<file path="src/rtl/kbc_pkg.sv">
// Package: shared command codes, reset values, bit positions and the
// decoded-action record used between the decoder and the register block.
package kbc_pkg;

    localparam logic [7:0] OP_READ_MODE    = 8'h20;
    localparam logic [7:0] OP_WRITE_MODE   = 8'h60;
    localparam logic [7:0] OP_AUX_OFF      = 8'hA7;
    localparam logic [7:0] OP_AUX_ON       = 8'hA8;
    localparam logic [7:0] OP_AUX_TEST     = 8'hA9;
    localparam logic [7:0] OP_SELF_TEST    = 8'hAA;
    localparam logic [7:0] OP_KBD_TEST     = 8'hAB;
    localparam logic [7:0] OP_KBD_OFF      = 8'hAD;
    localparam logic [7:0] OP_KBD_ON       = 8'hAE;
    localparam logic [7:0] OP_READ_INPUT   = 8'hC0;
    localparam logic [7:0] OP_WRITE_OUTP   = 8'hD1;
    localparam logic [7:0] OP_WRITE_OBUF   = 8'hD2;
    localparam logic [7:0] OP_WRITE_AUXBUF = 8'hD3;
    localparam logic [7:0] OP_WRITE_AUXDEV = 8'hD4;

    localparam logic [7:0] MODE_RESET   = 8'h03;
    localparam logic [7:0] STATUS_RESET = 8'h18;
    localparam logic [7:0] OUTP_RESET   = 8'hCF;

    localparam logic [7:0] SELFTEST_PASS = 8'h55;
    localparam logic [7:0] IFACE_OK      = 8'h00;
    localparam logic [7:0] INPUT_PORT    = 8'h80;

    localparam int ST_SELFTEST = 2;
    localparam int ST_CMD      = 3;
    localparam int ST_UNLOCK   = 4;
    localparam int MD_KBD_OFF  = 4;
    localparam int MD_AUX_OFF  = 5;
    localparam int MD_XLAT     = 6;

    // Where the next data-port byte goes; TGT_KBD means nothing pending.
    typedef enum logic [2:0] {
        TGT_KBD,
        TGT_MODE,
        TGT_OUTP,
        TGT_OBUF,
        TGT_AUXBUF,
        TGT_AUXDEV
    } tgt_e;

    typedef struct packed {
        logic       push_rsp;
        logic       rsp_is_mode;
        logic [7:0] rsp_const;
        logic       set_selftest;
        logic [7:0] mode_set;
        logic [7:0] mode_clr;
        logic       load_tgt;
        tgt_e       tgt;
    } cmd_act_t;

endpackage

</file>
<file path="src/rtl/kbc_cmd_decode.sv">
// Module: kbc_cmd_decode
// Turns one command byte into an action record. Purely combinational.
// Assumes the caller applies the record only in a cycle with a command
// write. Unknown codes yield an all-idle record.
module kbc_cmd_decode
    import kbc_pkg::*;
(
    input  logic [7:0] cmd_byte,
    output cmd_act_t   act
);

    // Decode table: one branch per recognised command.
    always_comb begin
        act = '0;
        act.tgt = TGT_KBD;
        case (cmd_byte)
            OP_READ_MODE: begin
                act.push_rsp    = 1'b1;
                act.rsp_is_mode = 1'b1;
            end
            OP_SELF_TEST: begin
                act.push_rsp     = 1'b1;
                act.rsp_const    = SELFTEST_PASS;
                act.set_selftest = 1'b1;
            end
            OP_AUX_TEST, OP_KBD_TEST: begin
                act.push_rsp  = 1'b1;
                act.rsp_const = IFACE_OK;
            end
            OP_READ_INPUT: begin
                act.push_rsp  = 1'b1;
                act.rsp_const = INPUT_PORT;
            end
            OP_AUX_OFF: act.mode_set[MD_AUX_OFF] = 1'b1;
            OP_AUX_ON:  act.mode_clr[MD_AUX_OFF] = 1'b1;
            OP_KBD_OFF: act.mode_set[MD_KBD_OFF] = 1'b1;
            OP_KBD_ON:  act.mode_clr[MD_KBD_OFF] = 1'b1;
            OP_WRITE_MODE: begin
                act.load_tgt = 1'b1;
                act.tgt      = TGT_MODE;
            end
            OP_WRITE_OUTP: begin
                act.load_tgt = 1'b1;
                act.tgt      = TGT_OUTP;
            end
            OP_WRITE_OBUF: begin
                act.load_tgt = 1'b1;
                act.tgt      = TGT_OBUF;
            end
            OP_WRITE_AUXBUF: begin
                act.load_tgt = 1'b1;
                act.tgt      = TGT_AUXBUF;
            end
            OP_WRITE_AUXDEV: begin
                act.load_tgt = 1'b1;
                act.tgt      = TGT_AUXDEV;
            end
            default: ;
        endcase
    end

    // a code never both answers and arms a target, nor sets and clears one bit.
    always_comb begin
        a_r9_exclusive_action: assert (!(act.push_rsp && act.load_tgt));
        a_r4_set_clr_disjoint: assert ((act.mode_set & act.mode_clr) == 8'h00);
    end

endmodule

</file>
<file path="src/rtl/kbc_byte_fifo.sv">
// Module: kbc_byte_fifo
// Small synchronous queue with a valid/ready output side. Assumes the
// producer respects the depth. A push into a full queue is dropped.
// Simultaneous push and pop are allowed.
module kbc_byte_fifo #(
    parameter int W     = 8,
    parameter int DEPTH = 2
) (
    input  logic         clk,
    input  logic         rst_n,
    input  logic         push,
    input  logic [W-1:0] push_data,
    input  logic         pop_ready,
    output logic         out_valid,
    output logic [W-1:0] out_data
);

    localparam int PW = (DEPTH > 1) ? $clog2(DEPTH) : 1;
    localparam int CW = $clog2(DEPTH + 1);
    localparam logic [PW-1:0] LAST = PW'(DEPTH - 1);
    localparam logic [CW-1:0] FULL = CW'(DEPTH);

    logic [W-1:0]  mem [DEPTH];
    logic [PW-1:0] wr_ptr, rd_ptr;
    logic [CW-1:0] cnt;
    logic          do_push, do_pop;

    assign out_valid = (cnt != '0);
    assign out_data  = mem[rd_ptr];
    assign do_push   = push && (cnt != FULL);
    assign do_pop    = out_valid && pop_ready;

    // Storage write, no reset needed on the data.
    always_ff @(posedge clk) begin
        if (do_push) mem[wr_ptr] <= push_data;
    end

    // Pointer and occupancy update.
    always_ff @(posedge clk) begin
        if (!rst_n) begin
            wr_ptr <= '0;
            rd_ptr <= '0;
            cnt    <= '0;
        end else begin
            if (do_push) wr_ptr <= (wr_ptr == LAST) ? '0 : wr_ptr + 1'b1;
            if (do_pop)  rd_ptr <= (rd_ptr == LAST) ? '0 : rd_ptr + 1'b1;
            case ({do_push, do_pop})
                2'b10:   cnt <= cnt + 1'b1;
                2'b01:   cnt <= cnt - 1'b1;
                default: cnt <= cnt;
            endcase
        end
    end

    // a stalled head byte stays offered and unchanged.
    a_r10_hold_stalled: assert property (@(posedge clk) disable iff (!rst_n)
        out_valid && !pop_ready |=> out_valid && $stable(out_data));

    // occupancy never exceeds the depth.
    a_r10_no_overflow: assert property (@(posedge clk) disable iff (!rst_n)
        cnt <= FULL);

endmodule

</file>
<file path="src/rtl/kbc_host_port.sv">
// Module: kbc_host_port
// Host side of the keyboard controller. It holds the mode, status, output
// port and pending-target registers, and queues bytes for the output buffer,
// the keyboard and the mouse. Assumes at most one strobe per cycle is
// meaningful: a command write wins over a simultaneous data write.
module kbc_host_port
    import kbc_pkg::*;
#(
    parameter int RSP_DEPTH = 2,
    parameter int TX_DEPTH  = 2
) (
    input  logic       clk,
    input  logic       rst_n,
    input  logic       cmd_wr,
    input  logic       data_wr,
    input  logic [7:0] host_wdata,
    output logic [7:0] status_byte,
    output logic [7:0] outport_byte,
    output logic       xlat_en,
    output logic       rsp_valid,
    input  logic       rsp_ready,
    output logic [7:0] rsp_data,
    output logic       rsp_aux,
    output logic       kbd_valid,
    input  logic       kbd_ready,
    output logic [7:0] kbd_data,
    output logic       mouse_valid,
    input  logic       mouse_ready,
    output logic [7:0] mouse_data
);

    localparam int RSP_W = 9;

    cmd_act_t   act;
    logic [7:0] mode_q;
    logic [7:0] outp_q;
    logic       selftest_q;
    logic       cmd_flag_q;
    tgt_e       tgt_q;
    logic       data_take;

    logic             rsp_push;
    logic [RSP_W-1:0] rsp_word;
    logic             kbd_push;
    logic             mouse_push;

    kbc_cmd_decode u_decode (
        .cmd_byte (host_wdata),
        .act      (act)
    );

    assign data_take = data_wr && !cmd_wr;

    // Mode register: bit set/clear from commands, full load from the data port.
    always_ff @(posedge clk) begin
        if (!rst_n) begin
            mode_q <= MODE_RESET;
        end else if (cmd_wr) begin
            mode_q <= (mode_q | act.mode_set) & ~act.mode_clr;
        end else if (data_take && tgt_q == TGT_MODE) begin
            mode_q <= host_wdata;
        end
    end

    // Output port register: loaded only by a data byte aimed at it.
    always_ff @(posedge clk) begin
        if (!rst_n) begin
            outp_q <= OUTP_RESET;
        end else if (data_take && tgt_q == TGT_OUTP) begin
            outp_q <= host_wdata;
        end
    end

    // Pending target: armed by two-phase commands, released by any data byte.
    always_ff @(posedge clk) begin
        if (!rst_n) begin
            tgt_q <= TGT_KBD;
        end else if (cmd_wr) begin
            if (act.load_tgt) tgt_q <= act.tgt;
        end else if (data_wr) begin
            tgt_q <= TGT_KBD;
        end
    end

    // Status flags: self-test is sticky, the command flag tracks the last port written.
    always_ff @(posedge clk) begin
        if (!rst_n) begin
            selftest_q <= STATUS_RESET[ST_SELFTEST];
            cmd_flag_q <= STATUS_RESET[ST_CMD];
        end else begin
            if (cmd_wr && act.set_selftest) selftest_q <= 1'b1;
            if (cmd_wr)       cmd_flag_q <= 1'b1;
            else if (data_wr) cmd_flag_q <= 1'b0;
        end
    end

    // Status byte assembly: only the flags this block owns are nonzero.
    always_comb begin
        status_byte = 8'h00;
        status_byte[ST_SELFTEST] = selftest_q;
        status_byte[ST_CMD]      = cmd_flag_q;
        status_byte[ST_UNLOCK]   = 1'b1;
    end

    // Response source selection: a command answer or a data byte put into the buffer.
    always_comb begin
        rsp_push = 1'b0;
        rsp_word = '0;
        if (cmd_wr) begin
            rsp_push = act.push_rsp;
            rsp_word = {1'b0, act.rsp_is_mode ? mode_q : act.rsp_const};
        end else if (data_take && (tgt_q == TGT_OBUF || tgt_q == TGT_AUXBUF)) begin
            rsp_push = 1'b1;
            rsp_word = {(tgt_q == TGT_AUXBUF), host_wdata};
        end
    end

    assign kbd_push   = data_take && (tgt_q == TGT_KBD);
    assign mouse_push = data_take && (tgt_q == TGT_AUXDEV);
    assign outport_byte = outp_q;
    assign xlat_en      = mode_q[MD_XLAT];

    kbc_byte_fifo #(.W(RSP_W), .DEPTH(RSP_DEPTH)) u_rsp_q (
        .clk       (clk),
        .rst_n     (rst_n),
        .push      (rsp_push),
        .push_data (rsp_word),
        .pop_ready (rsp_ready),
        .out_valid (rsp_valid),
        .out_data  ({rsp_aux, rsp_data})
    );

    kbc_byte_fifo #(.W(8), .DEPTH(TX_DEPTH)) u_kbd_q (
        .clk       (clk),
        .rst_n     (rst_n),
        .push      (kbd_push),
        .push_data (host_wdata),
        .pop_ready (kbd_ready),
        .out_valid (kbd_valid),
        .out_data  (kbd_data)
    );

    kbc_byte_fifo #(.W(8), .DEPTH(TX_DEPTH)) u_mouse_q (
        .clk       (clk),
        .rst_n     (rst_n),
        .push      (mouse_push),
        .push_data (host_wdata),
        .pop_ready (mouse_ready),
        .out_valid (mouse_valid),
        .out_data  (mouse_data)
    );

    // a command write leaves the command flag set.
    a_r8_cmd_flag_set: assert property (@(posedge clk) disable iff (!rst_n)
        cmd_wr |=> status_byte[ST_CMD]);

    // a lone data write leaves the command flag clear.
    a_r8_data_flag_clr: assert property (@(posedge clk) disable iff (!rst_n)
        data_wr && !cmd_wr |=> !status_byte[ST_CMD]);

    // self-test flag is sticky once set.
    a_r3_selftest_sticky: assert property (@(posedge clk) disable iff (!rst_n)
        status_byte[ST_SELFTEST] |=> status_byte[ST_SELFTEST]);

    // the output port only moves on a data write.
    a_r6_outport_quiet: assert property (@(posedge clk) disable iff (!rst_n)
        !data_wr |=> $stable(outport_byte));

    // translation enable only moves on a data write.
    a_r5_xlat_quiet: assert property (@(posedge clk) disable iff (!rst_n)
        !data_wr |=> $stable(xlat_en));

    // keyboard and mouse channels never receive the same data byte.
    a_r7_single_sink: assert property (@(posedge clk) disable iff (!rst_n)
        !(kbd_push && mouse_push));

endmodule

</file>
<file path="config.mk">
export PLATFORM = sky130hd
export DESIGN_NAME = kbc_host_port
export DESIGN_NICKNAME = d
export VERILOG_FILES = /design/src/rtl/kbc_pkg.sv /design/src/rtl/kbc_cmd_decode.sv /design/src/rtl/kbc_byte_fifo.sv /design/src/rtl/kbc_host_port.sv
export SDC_FILE = /design/constraint.sdc
export NUM_CORES = 1
export LEC_CHECK = 0
export CAP_MARGIN = 10
export CORE_MARGIN = 2
export CORE_UTILIZATION = 40
export DETAILED_ROUTE_END_ITERATION = 6
export PLACE_DENSITY = 0.62
export SYNTH_ARGS = -nofsm -noshare
export SYNTH_HDL_FRONTEND = slang
export SYNTH_SLANG_ARGS = --single-unit
</file>
<file path="constraint.sdc">
create_clock -name clk -period 3.02 [get_ports clk]
set_input_delay 0.453 -clock clk [delete_from_list [all_inputs] [get_ports clk]]
set_output_delay 0.453 -clock clk [all_outputs]
set_load 0.02 [all_outputs]
</file>
==> qor.yml, run 1 <==
cells_and_area:
  antenna_cells_inserted: 0
  synth_to_layout_area_growth_pct: 24.6
  final_net_count: 392
  final_layout_size_suffix_gt1_share_pct: 20.1
clock_network:
  worstSkewPairLatency_ns: 0.35
  clock_slew_seen_by_the_registers_of_the_worst_setup_and_hold_paths_ns: 0.08
  post-cts-setup-buffer-count: 0
  cts_tree: "yes"
  cts-buffers-inserted: 9
  ctsLongestPathBuffers: 2
  ctsRootBufferMaster: "clkbuf_8"
  cts_resized: 0
  hold_buffers: 0
  maximum_level_of_the_cts_h_tree: 3
  cts_num_sinks: 86
critical_path:
  r2r_setup_slack_ns: 0.56
  criticalPathCategory: "in -> reg"
  critical-path-max-stage-delay_ns: 0.48
  arrival_ns: 2.89
  reg2regPathDepth: 7
  worstPathCellList: "clkdlybuf4s50_1 > or3b_2 > a211oi_1 > o31a_2 > inv_1 > ha_1 > or3_1 > a21oi_1"
  cp_slowest_cell: "clkdlybuf4s50_1"
  crit_family: "simple AND/OR/NAND/NOR gates"
  critical_path.endpoint_type: "flop"
  worst-path-buf-inv: 2
  start_kind: "primary input"
  worstReg2RegEnd: "u_rsp_q.cnt[1]"
  critical_path.max_fanout: 3
  cp_data_required_time_ns: 3.28
  regToRegStartpoint: "tgt_q[2]"
synth:
  yosys-top-cells-count: "edfxtp_1 (50), dfxtp_1 (36), mux2_2 (25)"
  synth_top_cells_by_area: "edfxtp_1 (40%), dfxtp_1 (19%), mux2_2 (7.4%), xnor2_1 (2.3%), nor2_1 (2.2%)"
  syn-cell-area_um2: 3780
  synth_top_cell_area_share_pct: 39.7
  synth_enable_flop_cells: 50
  ys_seq_area_share_pct: 58.7
  netlist.top_cell.by_area: "edfxtp_1"
  number_of_synthesized_register_bits: 86
  synth-warning-count: 0
  netlist_instances: 310
  yosys.cell_count.top_type: "edfxtp_1"
  leading_register_cell_type_out_of_synthesis: "edfxtp_1"
  syn_area_per_cell_um2: 12.2
  asyncSetResetFlopFracSynth_pct: 0
  yosys.cell_types.count: 53
placed_design:
  port-buffer-count: 53
  gp_routability_congestion: 0.756
  detailed_place_hpwl_um: 5590
route:
  ant_nets: 0
  route.detailed.vias_per_inst: 5.18
  route.detailed.wl_per_inst_um: 16.4
  drt_iter0_drc: 115
  wl_um: 8020
  route.detailed.drc: 0
  firstDrtPassIters: 5
  vias: 2540
timing:
  slew_hr_pct: 47.9
  setup_viol: 0
  finClkSkew_ns: 0.0101
  rsz0062_at_grt: "no"
  achievable-frequency_mhz: 381
  final_hold_violation_count: 0
  period_share_pct: 86.9
  setup_total_negative_slack_ns: 0
  period_minus_slack_ns: 2.62
  report.final.slew_viol_count: 0
  worst_pin_slew_ns: 0.781
  worst_hold_slack_ns: 0.459
pwr:
  power-per-cell-area_nw_per_um2: 610
  design_power_total_mw: 2.88
  peakVddDrop_mv: 0.338
  leakage_nw: 1.71
hold_path:
  hold_end: "mode_q[2]"
  hold_path_class: "reg -> reg"
  whs_path_depth: 2
  hp-start: "mode_q[2]"
floorplanning:
  design.die.area_um2: 10300
  num_io_pins: 60
  core_area_um2: 9200
  num_rows: 35
  die_h_um: 101
  floorplan.initialDensity_pct: 41.2
  chipWidth_um: 101
global_routing:
  maximum_number_of_pins_on_one_net_before_global_route_repair: 24
  grt_overflow: 0
  grt_first_pass_wirelength_um: 12700
  global_route.usage.total_pct: 16.3
  via_count_of_the_first_global_routing_pass: 2445
  antenna_found_initial: 0
outcome:
  outcome: "finished clean"
job:
  drv.max_cap_violation_count: 0
==> area by class of cell <==
class,instances,area (um2)
clock inverters,5,80.1
clock buffers,11,151
multi-input cells,193,1400
repair buffers,75,696
inverters,9,33.8
fillers,811,4480
well taps,111,139
flip-flops and latches,86,2220
==> worst min-delay path: stages (launching register included) <==
cell	delay (ns)
dfxtp_1	0.32
nand2_1	0.05
a21oi_1	0.05
==> cell families (layout without fill, tap and decap cells) <==
group / after synthesis / count (layout) / share of synthesized area (%)
fa+ha+maj: 3 / 3 / 0.992
buf+inv: 35 / 100 / 4.83
flops: 86 / 86 / 58.7
other cells: 2 / 6 / 0.198
mux: 32 / 32 / 9.29
xor+xnor: 13 / 13 / 3.01
compound gates: 42 / 42 / 8.20
simple gates: 97 / 97 / 14.8
==> layer usage <==
layer	vias to the layer above	GRT usage (%)	wire length [um]
met3	6	2.69	296
li1	1243	-	-
met1	1229	22.0	3770
met5	-	0	0
met4	0	6.55	96
met2	62	26.4	3860
==> power breakdown <==
group          internal [mW]  switching, mW
combinational          0.307          0.289
clock                  0.511          0.397
sequential              1.31         0.0652
total                   2.13          0.751
==> through the flow <==
stage,util [%],std cells,cell area (um2),worst slack [ns]
6_report,51.3,490,4720,0.396
5_1_grt,51.3,490,4720,0.336
3_3_place_gp,48.8,474,4490,0.0656
4_1_cts,51.3,490,4720,0.369
2_1_floorplan,-,314,3800,0.567
3_5_place_dp,48.8,474,4490,0.0337
==> how the worst max path moves through the flow <==
stage / start / endpoint / slack, ns / depth (start not counted)
5_1_grt: host_wdata[5] / u_rsp_q.cnt[1] / 0.34 / 8
3_5_place_dp: host_wdata[5] / u_rsp_q.cnt[1] / 0.03 / 8
3_3_place_gp: host_wdata[7] / u_rsp_q.cnt[1] / 0.07 / 8
4_1_cts: host_wdata[5] / u_rsp_q.cnt[1] / 0.37 / 8
6_report: host_wdata[5] / u_rsp_q.cnt[1] / 0.40 / 8
2_1_floorplan: host_wdata[1] / u_rsp_q.cnt[1] / 0.57 / 9
==> layout by cell type, fill, tap and decap left out, drive strengths merged, types with 3 or more instances in the layout <==
cell	n
nor2b	3
clkdlybuf4s50	53
nor4	4
o21a	3
nor2	22
xor2	3
a21oi	10
o21ai	5
nand2	20
conb	6
clkbuf	11
buf	22
and2	4
or3	5
mux2i	7
dfxtp	36
a221o	4
a22o	3
o211ai	3
or2	4
or3b	3
edfxtp	50
nand3	5
nand2b	4
nor3	6
mux2	25
ha	3
nand3b	6
xnor2	10
inv	10
nand4	3
==> state kept, by name (all words and copies together) (netlist names), named ones only <==
register          count
cmd_flag_q            1
tgt_q                 3
u_mouse_q.cnt         2
selftest_q            1
u_kbd_q.cnt           2
u_mouse_q.mem        16
u_kbd_q.wr_ptr        1
u_kbd_q.rd_ptr        1
u_kbd_q.mem          16
mode_q                8
u_rsp_q.mem          18
outport_byte          8
u_mouse_q.rd_ptr      1
u_rsp_q.wr_ptr        1
u_rsp_q.cnt           2
u_rsp_q.rd_ptr        1
u_mouse_q.wr_ptr      1
(Power assumes the default switching activity.)
==> run 2, diff against run 1 <==
--- a/config.mk
+++ b/config.mk
@@ -8,6 +8,7 @@
 export CAP_MARGIN = 10
 export CORE_MARGIN = 2
 export CORE_UTILIZATION = 40
+export CTS_CLUSTER_DIAMETER = 100
 export DETAILED_ROUTE_END_ITERATION = 6
 export PLACE_DENSITY = 0.62
 export SYNTH_ARGS = -nofsm -noshare
==> results of run 2 <==
Same layout as run 1: the final DEF is identical, and so are final timing and power.
==> run 3, diff against run 2 <==
--- a/config.mk
+++ b/config.mk
@@ -6,7 +6,7 @@
 export NUM_CORES = 1
 export LEC_CHECK = 0
 export CAP_MARGIN = 10
-export CORE_MARGIN = 2
+export CORE_MARGIN = 1
 export CORE_UTILIZATION = 40
 export CTS_CLUSTER_DIAMETER = 100
 export DETAILED_ROUTE_END_ITERATION = 6
==> qor.yml, run 3 (same netlist as run 1, synthesis figures left out) <==
global_routing:
  grt_first_pass_wirelength_um: 12800
  maximum_number_of_pins_on_one_net_before_global_route_repair: 24
  antenna_found_initial: 0
  grt_overflow: 0
  via_count_of_the_first_global_routing_pass: 2512
  global_route.usage.total_pct: 17.0
pwr:
  leakage_nw: 1.70
  power.combinational.fraction_pct: 20.8
  power.clock.fraction_pct: 30.8
  internal_power_mw: 2.08
  peakVddDrop_mv: 0.297
  seq_power_share_pct: 48.3
  power.share.switching_pct: 26.9
  power-per-cell-area_nw_per_um2: 603
  power_switching_mw: 0.763
timing:
  slew_hr_pct: 45.4
  achievable-frequency_mhz: 383
  final_hold_violation_count: 0
  period_share_pct: 86.6
  report.final.slew_viol_count: 0
  worst_pin_slew_ns: 0.818
  setup_total_negative_slack_ns: 0
  finClkSkew_ns: 0.00516
  period_minus_slack_ns: 2.61
  rsz0062_at_grt: "no"
  setup_viol: 0
job:
  drv.max_cap_violation_count: 0
clock_network:
  cts-buffers-inserted: 9
  clock_slew_seen_by_the_registers_of_the_worst_setup_and_hold_paths_ns: 0.08
  post-cts-setup-buffer-count: 0
  ctsLongestPathBuffers: 2
  cts_tree: "yes"
  maximum_level_of_the_cts_h_tree: 3
  hold_buffers: 0
  worstSkewPairLatency_ns: 0.35
  ctsRootBufferMaster: "clkbuf_8"
  cts_num_sinks: 86
  cts_resized: 0
outcome:
  outcome: "finished clean"
floorplanning:
  die_h_um: 99.3
  num_rows: 35
  floorplan.initialDensity_pct: 41.2
  design.die.area_um2: 9860
  chipWidth_um: 99.3
  num_io_pins: 60
  core_area_um2: 9200
cells_and_area:
  final_layout_size_suffix_gt1_share_pct: 20.3
  layout_common_cells: "clkdlybuf4s50_1 (53), edfxtp_1 (50), dfxtp_1 (36)"
  finish.utilization_pct: 51.2
  layout.cell_area.non_filler_um2: 4710
  largest_register_ffs: 18
  layout.filler_cells: 847
  synth_to_layout_area_growth_pct: 24.5
  layout.cells.most_common: "clkdlybuf4s50_1"
  antenna_cells_inserted: 0
  largest-register: "u_rsp_q.mem"
  final_net_count: 392
  reg_top3: "u_rsp_q.mem: 18 flops, u_kbd_q.mem: 16 flops, u_mouse_q.mem: 16 flops"
placed_design:
  detailed_place_hpwl_um: 5560
  postPlaceCellArea_um2: 4490
  port-buffer-count: 53
  gp_routability_congestion: 0.784
critical_path:
  arrival_ns: 2.89
  critical_path.max_fanout: 3
  cp_data_required_time_ns: 3.29
  criticalPathCategory: "in -> reg"
  critical_path.endpoint_type: "flop"
  start_kind: "primary input"
route:
  drt_iter0_drc: 92
  met3_length_um: 280
  route.detailed.vias_per_inst: 5.24
  ant_nets: 0
  met2WireLength_um: 3750
  route.detailed.wl_per_inst_um: 16.0
  firstDrtPassIters: 4
  wl_um: 7840
  top_layer: "met4"
  route.detailed.drc: 0
  detail_route.wirelength.met1_um: 3690
  vias: 2568
hold_path:
  hold_path_class: "reg -> reg"
## run 3: cell types whose count changed in the layout (fill, tap and decap cells not counted)
| cell | previous run | this run |
|---|---|---|
| clkinv_1 | 1 | 0 |
| clkbuf_16 | 0 | 1 |
| inv_6 | 1 | 2 |
| clkbuf_8 | 11 | 10 |
| bufinv_16 | 2 | 1 |
| clkinvlp_4 | 1 | 2 |
## run 3: stage by stage
| stage | worst slack (ns) | hold WS (ns) | total power [mW] | instances |
|---|---|---|---|---|
| after detailed placement | 0.0264 | 0.451 | 2.00 | 474 |
| after global routing | 0.347 | 0.485 | 2.97 | 490 |
| after CTS | 0.388 | 0.463 | 2.87 | 490 |
| final | 0.406 | 0.460 | 2.84 | 490 |
| after floorplan | 0.567 | 0.432 | 1.76 | 314 |
| after global placement | 0.0417 | 0.438 | 1.99 | 474 |
## run 3: metal layers
metal / global-route usage (%) / vias up
met5: 0 / -
met4: 6.45 / 0
met3: 4.36 / 9
met2: 27.9 / 58
met1: 21.7 / 1259
li1: - / 1242
## run 3: power groups by stage
stage / clock network [mW] / registers, mW / logic [mW]
finish: 0.875 / 1.37 / 0.592
detailed placement: 0 / 1.40 / 0.595
global placement: 0 / 1.40 / 0.591
CTS: 0.897 / 1.37 / 0.599
floorplan: 0 / 1.36 / 0.399
global route: 0.953 / 1.38 / 0.638
## run 3: cell type report
type / count / area (um2) / area share (%)
repair buffers: 75 / 696 / 14.8
well taps: 111 / 139 / 2.95
clock buffers: 11 / 163 / 3.45
multi-input cells: 193 / 1400 / 29.6
inverters: 9 / 33.8 / 0.717
clock inverters: 5 / 62.6 / 1.33
flip-flops and latches: 86 / 2220 / 47.2
## run 3: final timing paths
path | start | end | slack, ns | cells after the start
worst max-delay path | host_wdata[7] | u_rsp_q.cnt[1] | 0.41 | 8
worst min-delay path | mode_q[7] | mode_q[7] | 0.46 | 2
worst max register to register | tgt_q[2] | u_rsp_q.cnt[1] | 0.56 | 7
worst min register to register | mode_q[7] | mode_q[7] | 0.46 | 2
## run 3: worst max-delay path, cell delays in order
cell             delay, ns
clkdlybuf4s50_1       0.44
or3b_2                0.48
a211oi_1              0.39
o31a_2                0.23
inv_1                 0.06
ha_1                  0.33
or3_1                 0.35
a21oi_1               0.15
